## config.mk

```make
export PLATFORM = sky130hd
export DESIGN_NAME = aud_rx_side_info
export DESIGN_NICKNAME = d
export VERILOG_FILES = /design/src/rtl/aud_rx_side_pkg.sv /design/src/rtl/aud_rx_parity.sv /design/src/rtl/aud_rx_frame_ctr.sv /design/src/rtl/aud_rx_side_regs.sv /design/src/rtl/aud_rx_side_info.sv
export SDC_FILE = /design/constraint.sdc
export NUM_CORES = 1
export LEC_CHECK = 0
export ABC_CLOCK_PERIOD_IN_PS = 3200
export BUFFER_PORTS_ARGS = -buffer_cell sky130_fd_sc_hd__buf_2
export CAP_MARGIN = 5
export CORE_UTILIZATION = 50
export DETAILED_ROUTE_END_ITERATION = 16
export PLACE_DENSITY_LB_ADDON = 0.25
export SLEW_MARGIN = 0
export SYNTH_ARGS = -nofsm -noshare
export SYNTH_HDL_FRONTEND = slang
export SYNTH_HIERARCHICAL = 1
export SYNTH_SLANG_ARGS = --single-unit
export TNS_END_PERCENT = 10
```

## constraint.sdc

```tcl
create_clock -name clk -period 3.2 [get_ports clk]
set_clock_uncertainty 0.05 [all_clocks]
set_input_delay 0.64 -clock clk [delete_from_list [all_inputs] [get_ports clk]]
set_output_delay 0.64 -clock clk [all_outputs]
set_load 0.05 [all_outputs]
```

## src/rtl/aud_rx_side_pkg.sv

```systemverilog
package aud_rx_side_pkg;

  typedef enum logic [1:0] {
    PRE_BLOCK = 2'b00,
    PRE_CH_A  = 2'b01,
    PRE_CH_B  = 2'b10,
    PRE_RSVD  = 2'b11
  } pre_e;

  // Even parity: an odd number of ones over payload, V, U, C and P is a fault.
  function automatic logic parity_fault(input logic payload_xor, input logic v,
                                        input logic u, input logic c, input logic p);
    return payload_xor ^ v ^ u ^ c ^ p;
  endfunction

  // Next frame position given the current one and the preamble seen.
  function automatic int unsigned frame_step(input int unsigned pos, input pre_e pre,
                                             input int unsigned frames);
    int unsigned r;
    case (pre)
      PRE_BLOCK: r = 0;
      PRE_CH_A:  r = (pos == frames - 1) ? 0 : pos + 1;
      default:   r = pos;
    endcase
    return r;
  endfunction

  // Block-window rule: high for positions below the head length.
  function automatic logic in_head(input int unsigned pos, input int unsigned head);
    return pos < head;
  endfunction

endpackage

```

## src/rtl/aud_rx_parity.sv

```systemverilog
module aud_rx_parity
  import aud_rx_side_pkg::*;
#(
  parameter int DATA_W = 24
) (
  input  logic [DATA_W-1:0] data,
  input  logic              v,
  input  logic              u,
  input  logic              c,
  input  logic              p,
  output logic              fault
);
  logic payload_xor;

  assign payload_xor = ^data;
  assign fault       = parity_fault(payload_xor, v, u, c, p);
endmodule

```

## src/rtl/aud_rx_frame_ctr.sv

```systemverilog
module aud_rx_frame_ctr
  import aud_rx_side_pkg::*;
#(
  parameter int FRAMES = 192,
  parameter int HEAD   = 32,
  localparam int CW    = $clog2(FRAMES)
) (
  input  logic          clk,
  input  logic          rst_n,
  input  logic          strobe,
  input  logic          lock,
  input  logic [1:0]    pre,
  output logic [CW-1:0] pos,
  output logic          synced,
  output logic          window
);
  logic [CW-1:0] pos_nxt;

  assign pos_nxt = CW'(frame_step(int'(pos), pre_e'(pre), FRAMES));

  always_ff @(posedge clk or negedge rst_n) begin
    if (!rst_n) begin
      pos    <= '0;
      synced <= 1'b0;
    end else if (!lock) begin
      pos    <= '0;
      synced <= 1'b0;
    end else if (strobe) begin
      pos <= pos_nxt;
      if (pre_e'(pre) == PRE_BLOCK) synced <= 1'b1;
    end
  end

  assign window = synced && in_head(int'(pos), HEAD);
endmodule

```

## src/rtl/aud_rx_side_regs.sv

```systemverilog
module aud_rx_side_regs (
  input  logic clk,
  input  logic rst_n,
  input  logic strobe,
  input  logic lock,
  input  logic c,
  input  logic u,
  input  logic v,
  input  logic par_fault,
  input  logic bpv,
  output logic cs_q,
  output logic usr_q,
  output logic err_q,
  output logic verr_q
);
  logic sample_err;

  assign sample_err = par_fault | bpv;

  always_ff @(posedge clk or negedge rst_n) begin
    if (!rst_n) begin
      cs_q  <= 1'b0;
      usr_q <= 1'b0;
    end else if (strobe) begin
      cs_q  <= c;
      usr_q <= u;
    end
  end

  always_ff @(posedge clk or negedge rst_n) begin
    if (!rst_n) begin
      err_q  <= 1'b0;
      verr_q <= 1'b0;
    end else if (!lock) begin
      err_q  <= 1'b1;
      verr_q <= 1'b1;
    end else if (strobe) begin
      err_q  <= sample_err;
      verr_q <= v | sample_err;
    end
  end
endmodule

```

## src/rtl/aud_rx_side_info.sv

```systemverilog
module aud_rx_side_info #(
  parameter int DATA_W = 24,
  parameter int FRAMES = 192,
  parameter int HEAD   = 32
) (
  input  logic              clk,
  input  logic              rst_n,
  input  logic              sf_valid,
  input  logic [DATA_W-1:0] sf_data,
  input  logic [1:0]        sf_pre,
  input  logic              sf_v,
  input  logic              sf_u,
  input  logic              sf_c,
  input  logic              sf_p,
  input  logic              sf_bpv,
  input  logic              rx_lock,
  output logic              cs_out,
  output logic              usr_out,
  output logic              err_out,
  output logic              verr_out,
  output logic              blk_out
);
  localparam int CW = $clog2(FRAMES);

  logic          par_fault;
  logic [CW-1:0] frame_idx;
  logic          frame_synced;

  aud_rx_parity #(.DATA_W(DATA_W)) u_par (
    .data (sf_data),
    .v    (sf_v),
    .u    (sf_u),
    .c    (sf_c),
    .p    (sf_p),
    .fault(par_fault)
  );

  aud_rx_frame_ctr #(.FRAMES(FRAMES), .HEAD(HEAD)) u_ctr (
    .clk   (clk),
    .rst_n (rst_n),
    .strobe(sf_valid),
    .lock  (rx_lock),
    .pre   (sf_pre),
    .pos   (frame_idx),
    .synced(frame_synced),
    .window(blk_out)
  );

  aud_rx_side_regs u_regs (
    .clk      (clk),
    .rst_n    (rst_n),
    .strobe   (sf_valid),
    .lock     (rx_lock),
    .c        (sf_c),
    .u        (sf_u),
    .v        (sf_v),
    .par_fault(par_fault),
    .bpv      (sf_bpv),
    .cs_q     (cs_out),
    .usr_q    (usr_out),
    .err_q    (err_out),
    .verr_q   (verr_out)
  );
endmodule

```

-- Word-level counts from Yosys, hierarchy flattened
Cells that the tools add are included.
- RAM bits: 0
- output and inout bits: 5
- bits in read-only memories: 0
- memories kept: 0
- latch bits: 0
- register bits: 13
- input port bits: 35
- div/mod/pow operators: 0
- shift operators: 0
- multiply operators: 0
- $lt $le $gt $ge: 1
- mux-type cells: 11
- equal/unequal tests: 5
- add/sub/neg operators: 1
- reductions and logical operators: 5
- bitwise operators: 6
- operators by type and width (kind ; number):
    8-bit two-way mux ; 3
    24-bit XOR reduction ; 1
    8-bit case mux with 2 select lines ; 1
    8-bit by 1-bit adder with 8-bit output, second input constant ; 1
    8-bit == test, second input constant ; 1
    8-bit by 6-bit < comparator with 1-bit output, second input constant ; 1
    1-bit two-way mux ; 7
    2-bit AND reduction ; 2
    1-bit bitwise XOR ; 4
    3-bit by 1-bit != test with 1-bit output, second input constant ; 1
    2-bit by 1-bit == test with 1-bit output, second input constant ; 1
    2-bit zero test ; 1
    2-bit by 1-bit != test with 1-bit output, second input constant ; 1
    2-bit != test, second input constant ; 1
    1-bit OR ; 2
    1-bit logical AND ; 1

-- Logic depth before layout (Yosys ltp)
Gate-level depths: netlist of run 1.
- depth in word-level cells: 9
- depth in mapped cells: 6
- mapped depth without buffers: 6

-- Cells and area by module
The synthesis of run 1 kept the hierarchy.
- by module, submodules not included (module ; times used ; cells each ; area an instance (um^2) ; sequential area each (um^2)):
    aud_rx_frame_ctr ; 1 ; 53 ; 525.5 ; 225.2
    aud_rx_parity ; 1 ; 25 ; 254.0 ; 0.0
    aud_rx_side_regs ; 1 ; 12 ; 162.7 ; 100.1

-- Least setup slack after synthesis of run 1
OpenSTA, ideal clock, no wires.
- path type: register to output
- start point: register u_ctr.pos[6]
- end point: output port blk_out
- path slack: 0.432 ns
- data arrival time: 2.078 ns
- path buffers: 0
- data required time: 2.510 ns
- stages on the path, launching flop included: 2
- cells stage by stage: dfrtp_1 -> nor4b_1
- cells in the longest elaborated chain, start to end: 2
- ends and longest elaborated chain (element ; RTL line ; RTL):
    start: declaration ; aud_rx_frame_ctr.sv:13 ; output logic [CW-1:0] pos,
    start signal: assignment ; aud_rx_frame_ctr.sv:29 ; pos <= pos_nxt;
    8-bit by 6-bit < comparator with 1-bit output ; aud_rx_side_pkg.sv:30 ; return pos < head;
    1-bit logical AND ; aud_rx_frame_ctr.sv:34 ; assign window = synced && in_head(int'(pos), HEAD);
    end: declaration ; aud_rx_side_info.sv:21 ; output logic blk_out
Every way passes these cells.

-- Worst setup path after layout of run 1
Ends and elaborated chain as after synthesis.

==> summary.txt, run 1 <==
Timing
  • Setup slack after layout: around 1.2 ns
  • Tightest Pin Transition: 0.3176 ns
  • Fin. Hold Viols: 0
  • Post-layout min period: about 2 ns
  • Slew Limit Fails: 0
  • Endpoints failing setup: 0
  • RSZ-0062 raised after global routing: no
  • Sum Neg Setup Slack: 0 ns
  • Max transition margin: around four fifths
  • Tcrit/Tclk final: between 60% and 70%
  • Fmax: between 400 and 500 MHz

Routing
  • Initial DRC count: 11
  • Routed Antenna Nets: 0
  • Vias: around 750
  • DRC: 0
  • TritonRoute pass-1 iters: 4
  • Average wire per standard cell: approximately 11 microns
  • Via/cell ratio: about 4.8
  • Final wirelength: 1669 microns

Synth
  • Yosys reg bits: 13
  • Syn Nets: between 100 and 150
  • Cells after Synth: 90
  • Top_reg_cell synth: dfrtp_1
  • Avg Cell Area, Syn: around 10 sq um
  • Synth Warn #: 6
  • Async S/R FF share, synth: 100.0%
  • Cell Area, Synth: 942.2 sq um
  • Unique masters post-synth: 31
  • Sequential area share after synthesis: between 30% and 40%
  • Post-synth EDFFs: 0

Critical path
  • CP max-delay cell: dfrtp_1
  • RR Startpoint: u_ctr/pos[0]
  • Worst r2r dst: u_ctr/pos[6]
  • Reg2reg path depth: 5
  • Critical path endpoint category: primary output
  • Crit start category: register
  • Crit path DAT: about 1.4 ns
  • Reg2Reg Setup Slack: approximately 1.7 ns
  • Critical path peak fanout: 4
  • Worst path cell trace: nor4b_1 -> buf_2
  • Crit Path Class: register to primary output
  • Max stage delay on crit path: roughly 0.42 ns
  • Critical Path RT: 2.51 ns

Power
  • Peak supply drop: between 0.2 and 0.3 mV
  • Clk pwr share: 21.1%
  • Leak Pwr: 0.5035 nW
  • Seq pwr share: ~38%
  • Pwr dens: between 300 and 400 mW/mm^2
  • Power Internal: 321.6 uW
  • Combinational share of power: 41.4%
  • Switching part of the total: a little under a third
  • Switch Pwr: roughly 150 uW
  • Pwr Total: 468.4 uW

Global route
  • Aggregate global-route resource usage: approximately a fifth
  • Initial antenna violation count: 0
  • First-pass GRT wire length: approximately 2800 microns
  • Largest net degree at the start of global routing: 14
  • GR Overflow Total: 0
  • Vias in the first global route: between 600 and 700

Floorplanning
  • Initial Util: a little over half
  • DIE HEIGHT: 45.41 microns
  • Total die area: slightly above 0.002 sq mm
  • Core area: roughly 0.0017 sq mm
  • # rows: 15
  • Num ports: 40
  • Die Wd: between 40 and 50 microns

Placement
  • DP Area: about 0.0011 sq mm
  • DPL Wire Length: between 1000 and 1500 microns
  • GPL Wtd Cong: 0.7657
  • DP Worst Slack: around 0.95 ns
  • Port Buffers: 39

Finish
  • Fillers: ~150
  • Cell area after layout: roughly 0.0012 sq mm
  • Post-layout net count: about 170
  • Layout cell share with drive strength beyond 1: about two fifths
  • ANT cells: 0
  • Layout area overhead: 24.83%

Clocking
  • TritonCTS clock tree: yes
  • Htree depth: 1
  • CTS Hold Bufs: 0
  • Post-CTS Resized: 0
  • Sink Count: 13
  • Clk buf depth: 2
  • Clk_lat worst skew: 0.27 ns
  • Clock-pin slew on the worst setup and hold paths: around 0.080 ns
  • CTS buffer count: 3
  • Root buf cell: clkbuf_4
  • Post-CTS Setup Repair Bufs: 0

Hold path
  • Hold Path Class: input pin to asynchronous set/reset pin

Outcome
  • Status: complete, no violations

Run
  • Max Cap Violations: 0
[power by group through the flow]
stage,Sequential (mW),Combinational [mW],Clock (mW)
after detailed placement,0.179,0.195,0
final,0.176,0.194,0.0988
after CTS,0.176,0.196,0.105
after global placement,0.179,0.190,0
after global routing,0.177,0.206,0.110
after floorplan,0.202,0.125,0
[layout make-up]
class                   instances  area (sq um)  area share [%]
inverters                       3         11.26          0.9574
flip-flops and latches         13         325.3           27.66
multi-input cells              72         586.8           49.89
clock buffers                   4         26.28           2.234
repair buffers                 39         195.2           16.60
well taps                      25         31.28           2.660
[critical path, delay by kind of cell (launching register included)]
kind          cells  cell delay [ns]
buf+inv           1             0.32
flops             1             0.42
simple gates      1             0.33
[logic make-up after synthesis]
kind of cell,share of synthesized area (%)
fa+ha+maj,1.328
compound gates,11.95
xor+xnor,31.61
mux,2.390
flops,34.53
buf+inv,3.187
simple gates,15.01
[through the flow]
stage / instances / utilization (%) / hold slack, ns
global placement: 152 / 65.88 / 0.4344
global route: 156 / 67.38 / 0.1950
finish: 156 / 67.38 / 0.1838
detailed placement: 152 / 65.88 / 0.4334
floorplan: 90 / - / 0.2944
CTS: 156 / 67.38 / 0.1818
[cells in the final DEF, fill, tap and decap left out, drive strengths merged]
cell type	netlist	final
nand2b	2	2
a211oi	3	3
nand2	7	7
clkbuf	0	4
xnor2	27	27
mux2	2	2
nand3	3	3
nor2b	1	1
a2111oi	1	1
o41a	1	1
nor2	8	8
and2	1	1
or3	1	1
o21a	1	1
ha	1	1
a21oi	1	1
buf	2	39
a21boi	2	2
inv	3	3
xor2	1	1
nor4b	2	2
o21ai	5	5
xnor3	2	2
dfrtp	13	13
[flip-flops by register name, summed over array words and instances (netlist names)]
register and cells:
u_regs/cs_q 1, u_regs/usr_q 1, u_ctr/pos 8, u_regs/err_q 1
u_regs/verr_q 1, u_ctr/synced 1
[synth_stat cells (all sizes together), types with 2 or more instances]
cell     n  share of area, %
a21boi   2               1.6
nor2     8               3.5
xnor3    2               4.8
nand2b   2               2.1
nor4b    2               2.5
o21ai    5               3.9
mux2     2               2.4
nand2    7               2.8
a211oi   3               2.4
dfrtp   13                35
nand3    3               2.1
inv      3               1.2
buf      2               2.0
xnor2   27                26
[how the worst max path moves through the flow]
| stage | cells past startpoint | from | end | slack, ns |
|---|---|---|---|---|
| 2_1_floorplan | 1 | u_ctr/pos[6] | blk_out | 0.43 |
| 3_3_place_gp | 7 | sf_u | u_regs/verr_q | 1.00 |
| 3_5_place_dp | 7 | sf_p | u_regs/verr_q | 0.95 |
| 4_1_cts | 2 | u_ctr/pos[6] | blk_out | 1.15 |
| 5_1_grt | 2 | u_ctr/pos[6] | blk_out | 1.08 |
| 6_report | 2 | u_ctr/pos[6] | blk_out | 1.16 |
[layer usage]
layer  global-route usage, %  wire length (microns)  part of all wire [%]
met1                   24.81                    735                    44
met4                   3.636                      6                  0.36
met3                   7.143                     75                   4.5
met5                       0                      0                     0
met2                   30.57                    851                    51
(Power assumes the default switching activity.)
==> run 2, diff against run 1 <==
- ABC_CLOCK_PERIOD_IN_PS: 3200 -> 2000
- CORE_UTILIZATION: 50 -> 47
- clock period: 3.2 -> 2 ns (I/O delays scaled with it)
==> run 2 against run 1 <==
Register-to-register slack worse by 1.2 ns. Worst hold slack better by 0.16 ns. Sequential power up 60%. Final cell count up 0.64%. Combinational power up 63%. Flip-flop and latch count unchanged. Die area up 6.1%. Sequential share of layout area down 0.38 points. Global-route usage down 0.32 points. Total power up 62%. Via count up 0.80%. Critical path type is now input pin to register. Largest cell class unchanged. Highest routed layer unchanged.
==> summary.txt, run 2 (synthesis gave the netlist of run 1 again) <==
Routing
  • Vias: 758 (+0.80%)
  • Routed Antenna Nets: 0 (unchanged)
  • Final wirelength: 1885 microns (+13%)
  • DRC: 0 (unchanged)
  • Average wire per standard cell: 12.01 microns (+12%)
  • Via/cell ratio: 4.828 (+0.16%)
  • Initial DRC count: 3 (-8)
  • TritonRoute pass-1 iters: 5 (+1)

Finish
  • Max reg flops: 8 (unchanged)
  • Final core occ: 66.18% (-1.2 points)
  • Layout area overhead: 26.56%
  • Area of the multi-input gates: 593.1 sq um (+1.1%)
  • Register Area: 325.3 sq um (unchanged)
  • Fillers: 157 (+5.4%)
  • Most common cell after layout, fill and taps aside: buf_2
  • Most frequent cells in the layout: buf_2 (39), xnor2_1 (26), dfrtp_1 (13), nand2_1 (7), nor2_1 (7)
  • Post-layout net count: 169 (+0.60%)
  • Top reg by flops: u_ctr/pos
  • ANT cells: 0 (unchanged)
  • Layout cell share with drive strength beyond 1: 39.39% (+0.46 points)

Critical path
  • Crit Path Class: input pin to register
  • Reg2reg path depth: 5 (unchanged)
  • Crit path buf inv count: 1 (unchanged)
  • Worst r2r dst: u_ctr/pos[5]
  • Critical path depth: 7 (+5)
  • Critical path peak fanout: 2 (-2)
  • Cell family with most CP delay: XOR/XNOR gates
  • Critical path endpoint category: register
  • Critical Path RT: 2.11 ns (-0.40 ns)
  • Crit path DAT: 1.88 ns (+0.53 ns)
  • CP max-delay cell: xnor3_1
  • Max stage delay on crit path: 0.42 ns (about the same)
  • Reg2Reg Setup Slack: 0.46 ns (-1.21 ns)
  • RR Startpoint: u_ctr/pos[0]
  • Worst path cell trace: buf_2 -> xnor2_1 -> xnor2_1 -> xnor3_1 -> xnor3_1 -> nor4b_2 -> o21ai_1
  • Crit start category: input pin

Clocking
  • CTS buffer count: 3 (unchanged)
  • Root buf cell: clkbuf_4
  • Htree depth: 1 (unchanged)
  • Post-CTS Resized: 0 (unchanged)
  • TritonCTS clock tree: yes
  • Post-CTS Setup Repair Bufs: 0 (unchanged)
  • Sink Count: 13 (unchanged)
  • Clk buf depth: 2 (unchanged)
  • CTS Hold Bufs: 1 (+1)
  • Clock-pin slew on the worst setup and hold paths: 0.08 ns (about the same)
  • Clk_lat worst skew: 0.27 ns (about the same)

Floorplanning
  • Core area: 0.001802 sq mm (+3.2%)
  • Initial Util: 52.29% (-1.7 points)
  • Die Wd: 46.77 microns (+3.0%)
  • Num ports: 40 (unchanged)
  • # rows: 15 (unchanged)
  • Total die area: 0.002187 sq mm (+6.1%)
  • DIE HEIGHT: 46.77 microns (+3.0%)

Run
  • Max Cap Violations: 0 (unchanged)

Placement
  • Port Buffers: 39 (unchanged)
  • DP Worst Slack: -0.05921 ns (-1.010 ns)
  • GPL Wtd Cong: 0.7353 (-4.0%)
  • DPL Wire Length: 1520 microns (+9.0%)

Timing
  • Max transition margin: 79.68% (+0.90 points)
  • Tcrit/Tclk final: 88.90%
  • Fin. Hold Viols: 0 (unchanged)
  • Endpoints failing setup: 0 (unchanged)
  • Setup slack after layout: 0.2221 ns (-0.9425 ns)
  • Slew Limit Fails: 0 (unchanged)
  • Fmax: approximately 560 MHz
  • Post-layout min period: approximately 1.8 ns
  • Tightest Pin Transition: 0.3042 ns (-0.01345 ns)
  • RSZ-0062 raised after global routing: no

Outcome
  • Status: complete, no violations

Global route
  • GR Overflow Total: 0 (unchanged)
  • Initial antenna violation count: 0 (unchanged)
  • Vias in the first global route: 690 (-1.0%)
  • Aggregate global-route resource usage: 18.81% (-0.32 points)
  • Largest net degree at the start of global routing: 14 (unchanged)
  • First-pass GRT wire length: 2808 microns (unchanged)

Hold path
  • Worst hold path stage count: 2
  • Worst Hold Endpoint: u_regs/usr_q
  • Hold Path Class: input pin to register
  • HP Start: sf_u

Power
  • Pwr dens: 636.1 mW/mm^2 (+60%)
  • Peak supply drop: 0.3760 mV (+44%)
  • Leak Pwr: 0.5101 nW (+1.3%)
## run 2: cell count changes in the layout (fill, tap and decap cells not counted)
cell / change
nor4b_1: -1
dlygate4sd3_1: +1
nor4b_2: +1
## run 2: worst max-delay path by stage
stage,start,end,slack [ns]
finish,sf_u,u_regs/verr_q,0.22
global placement,sf_u,u_regs/verr_q,0.05
global route,u_ctr/pos[6],blk_out,0.17
CTS,sf_u,u_regs/verr_q,0.22
detailed placement,sf_u,u_regs/verr_q,-0.06
floorplan,u_ctr/pos[6],blk_out,0.16
## run 2: layout make-up
type,count,share of cell area [%]
sequential,13,27.28
timing repair buffer,40,17.21
clock buffer,4,2.204
multi-input combinational,72,49.74
inverter,3,0.9444
tap,25,2.623
## run 2: routing by layer
layer	share of wire, %	track usage [%]	up-vias
met3	4.4	5.769	2
met5	0	0	-
met4	0.32	3.429	0
met1	45	22.00	350
li1	-	-	384
met2	50	34.17	22
## run 2: through the flow
stage | setup TNS (ns) | power, mW | area (sq um) | instances | hold WS (ns)
finish | 0 | 0.7585 | 1192 | 157 | 0.3406
CTS | 0 | 0.7665 | 1192 | 157 | 0.3370
floorplan | 0 | 0.5242 | 948.4 | 90 | 0.05441
detailed placement | -0.05921 | 0.6023 | 1156 | 152 | 0.2538
global placement | 0 | 0.5909 | 1156 | 152 | 0.2496
global route | 0 | 0.7933 | 1192 | 157 | 0.3372
## run 2: where the power goes
part           leakage [nW]  switching, mW  internal [mW]
Clock                0.0150         0.0832         0.0773
Sequential            0.167        0.00645          0.275
Combinational         0.328          0.153          0.164
==> run 3, diff against run 2 <==
- RECOVER_POWER: default -> 25
==> run 3 against run 2 <==
Clock-buffer cell count stayed put. Worst hold slack better by 0.0022 ns. Fmax is 0.20% higher. Register-to-register slack hardly changed. Via count is 0.79% higher. Worst setup slack better by 0.0036 ns. Die area stayed put. Final cell count stayed put. Sequential share of layout area is 0.057 points higher. Critical path type unchanged. Critical endpoint unchanged. Highest routed layer unchanged.
==> summary.txt, run 3 (synthesis gave the netlist of run 1 again) <==
Critical path
  • CP Launch Point: sf_u
  • Cell family with most CP delay: XOR/XNOR gates
  • Crit path DAT: 1.88 ns (about the same)
  • Crit start category: input pin
  • Max stage delay on crit path: 0.42 ns (about the same)
  • Critical Path RT: 2.10 ns (about the same)
  • Reg2reg path depth: 5 (unchanged)
  • RR Startpoint: u_ctr/pos[0]
  • Critical path peak fanout: 2 (unchanged)
  • Crit path buf inv count: 1 (unchanged)
  • Crit Path Class: input pin to register
  • CP max-delay cell: xnor3_1
  • Worst r2r dst: u_ctr/pos[5]
  • Worst path cell trace: buf_2 -> xnor2_1 -> xnor2_1 -> xnor3_1 -> xnor3_1 -> nor4b_2 -> o21ai_1
  • Critical path endpoint category: register
  • Reg2Reg Setup Slack: 0.47 ns (about the same)

Placement
  • Port Buffers: 39 (unchanged)
  • Post-Place Cells: 152 (unchanged)
  • DP Worst Slack: -0.05921 ns (unchanged)
  • GPL Wtd Cong: 0.7353 (unchanged)
  • DPL Wire Length: 1520 microns (unchanged)

Floorplanning
  • Core area: 0.001802 sq mm (unchanged)
  • Num ports: 40 (unchanged)
  • # rows: 15 (unchanged)
  • Die Wd: 46.77 microns (unchanged)
  • Initial Util: 52.29% (unchanged)
  • DIE HEIGHT: 46.77 microns (unchanged)
  • Total die area: 0.002187 sq mm (unchanged)

Global route
  • GR Overflow Total: 0 (unchanged)
  • Largest net degree at the start of global routing: 14 (unchanged)
  • First-pass GRT wire length: 2808 microns (unchanged)
  • Aggregate global-route resource usage: 18.81% (unchanged)
  • Vias in the first global route: 690 (unchanged)
  • Initial antenna violation count: 0 (unchanged)

Hold path
  • Hold Path Class: input pin to register
  • Worst hold path stage count: 2 (unchanged)
  • HP Start: sf_u
  • Worst Hold Endpoint: u_regs/usr_q

Timing
  • Setup slack after layout: 0.2257 ns (+0.003632 ns)
  • Endpoints failing setup: 0 (unchanged)
  • Fin. Hold Viols: 0 (unchanged)
  • Post-layout min period: 1.774 ns (-0.003632 ns)
  • Tightest Pin Transition: 0.7102 ns (+0.4060 ns)
  • RSZ-0062 raised after global routing: no
  • Slew Limit Fails: 0 (unchanged)
  • Tcrit/Tclk final: 88.71% (-0.18 points)
  • Worst hold margin: 0.3429 ns (+0.002246 ns)
  • Fmax: 563.6 MHz (+0.20%)
  • Sum Neg Setup Slack: 0 ns (unchanged)
  • Max transition margin: 52.65% (-27 points)

Finish
  • Most common cell after layout, fill and taps aside: buf_2
  • Layout cell share with drive strength beyond 1: 37.88% (-1.5 points)
  • Non-filler cells, final: 157 (unchanged)
  • Most frequent cells in the layout: buf_2 (37), xnor2_1 (26), dfrtp_1 (13), nand2_1 (7), nor2_1 (7)
  • Max reg flops: 8 (unchanged)
  • Layout area overhead: 26.29%
  • Fillers: 157 (unchanged)
  • Final core occ: 66.04% (-0.14 points)
  • ANT cells: 0 (unchanged)
  • Register Area: 325.3 sq um (unchanged)
  • Post-layout net count: 169 (unchanged)
  • Top reg by flops: u_ctr/pos
  • Area of the multi-input gates: 593.1 sq um (unchanged)

Routing
  • DRC: 0 (unchanged)
  • Vias: 764 (+0.79%)
  • Initial DRC count: 7 (+4)
  • Final wirelength: 1878 microns (-0.37%)
  • Via/cell ratio: 4.866 (+0.79%)
  • Routed Antenna Nets: 0 (unchanged)
  • Average wire per standard cell: 11.96 microns (-0.37%)
  • TritonRoute pass-1 iters: 4 (-1)

Clocking
  • Root buf cell: clkbuf_4
  • Clock-pin slew on the worst setup and hold paths: 0.08 ns (about the same)
  • TritonCTS clock tree: yes
  • CTS buffer count: 3 (unchanged)
  • Htree depth: 1 (unchanged)
  • Sink Count: 13 (unchanged)
  • Clk_lat worst skew: 0.27 ns (about the same)
  • Post-CTS Resized: 0 (unchanged)
  • Clk buf depth: 2 (unchanged)

Power
  • Switching part of the total: 31.87% (-0.071 points)
  • Combinational share of power: 41.8% (about the same)
  • Power Internal: 515.6 uW (-0.12%)
  • Clk pwr share: 21.0% (-0.2 points)
  • Peak supply drop: 0.3767 mV (+0.17%)
  • Pwr dens: 636.0 mW/mm^2 (about the same)
  • Leak Pwr: 0.5046 nW (-1.1%)
  • Switch Pwr: 241.2 uW (-0.44%)
  • Seq pwr share: 37.2% (about the same)

Outcome
  • Status: complete, no violations

Run
  • Max Cap Violations: 0 (unchanged)
==> run 3: cell types whose count changed in the layout (fill, tap and decap cells not counted) <==
cell	change
buf_2	-2
clkbuf_1	+2
==> run 3: worst max path at each step <==
stage	endpoint	cells after the start
2_1_floorplan	blk_out	1
3_3_place_gp	u_regs/verr_q	7
3_5_place_dp	u_regs/verr_q	7
4_1_cts	u_regs/verr_q	7
5_1_grt	blk_out	2
6_report	u_regs/verr_q	7
==> run 3: area by class of cell <==
| type | instances | share of cell area, % |
|---|---|---|
| well taps | 25 | 2.629 |
| inverters | 3 | 0.9464 |
| flip-flops and latches | 13 | 27.34 |
| clock buffers | 4 | 2.208 |
| multi-input cells | 72 | 49.84 |
| repair buffers | 40 | 17.03 |
==> run 3: worst register-to-register path: stages (launching register included) <==
cell     delay (ns)
dfrtp_1        0.40
ha_1           0.21
nand2_1        0.10
o41a_1         0.38
o21ai_4        0.21
nor2_1         0.07
==> run 3: per-stage QoR <==
step	instance area, sq um	power [mW]
2_1_floorplan	948.4	0.5242
3_3_place_gp	1156	0.5909
3_5_place_dp	1156	0.6023
4_1_cts	1192	0.7665
5_1_grt	1190	0.7927
6_report	1190	0.7568
==> run 3: power groups by stage <==
stage	Combinational (mW)	Sequential (mW)	Clock, mW
2_1_floorplan	0.200	0.324	0
3_3_place_gp	0.305	0.286	0
4_1_cts	0.319	0.281	0.166
6_report	0.316	0.282	0.159
3_5_place_dp	0.316	0.287	0
5_1_grt	0.335	0.283	0.175
==> run 3: metal layers <==
metal  share of wire (%)  GRT usage (%)  vias up
met5                   0              0        -
met4                0.32          3.429        0
met3                 4.3          5.769        2
met2                  50          34.17       22
met1                  45          22.00      356
li1                    -              -      384
==> run 3: repair_timing <==
action	in CTS	in global routing
hold endpoints to repair	13	0
setup buffers	0	0
hold buffers	1	0
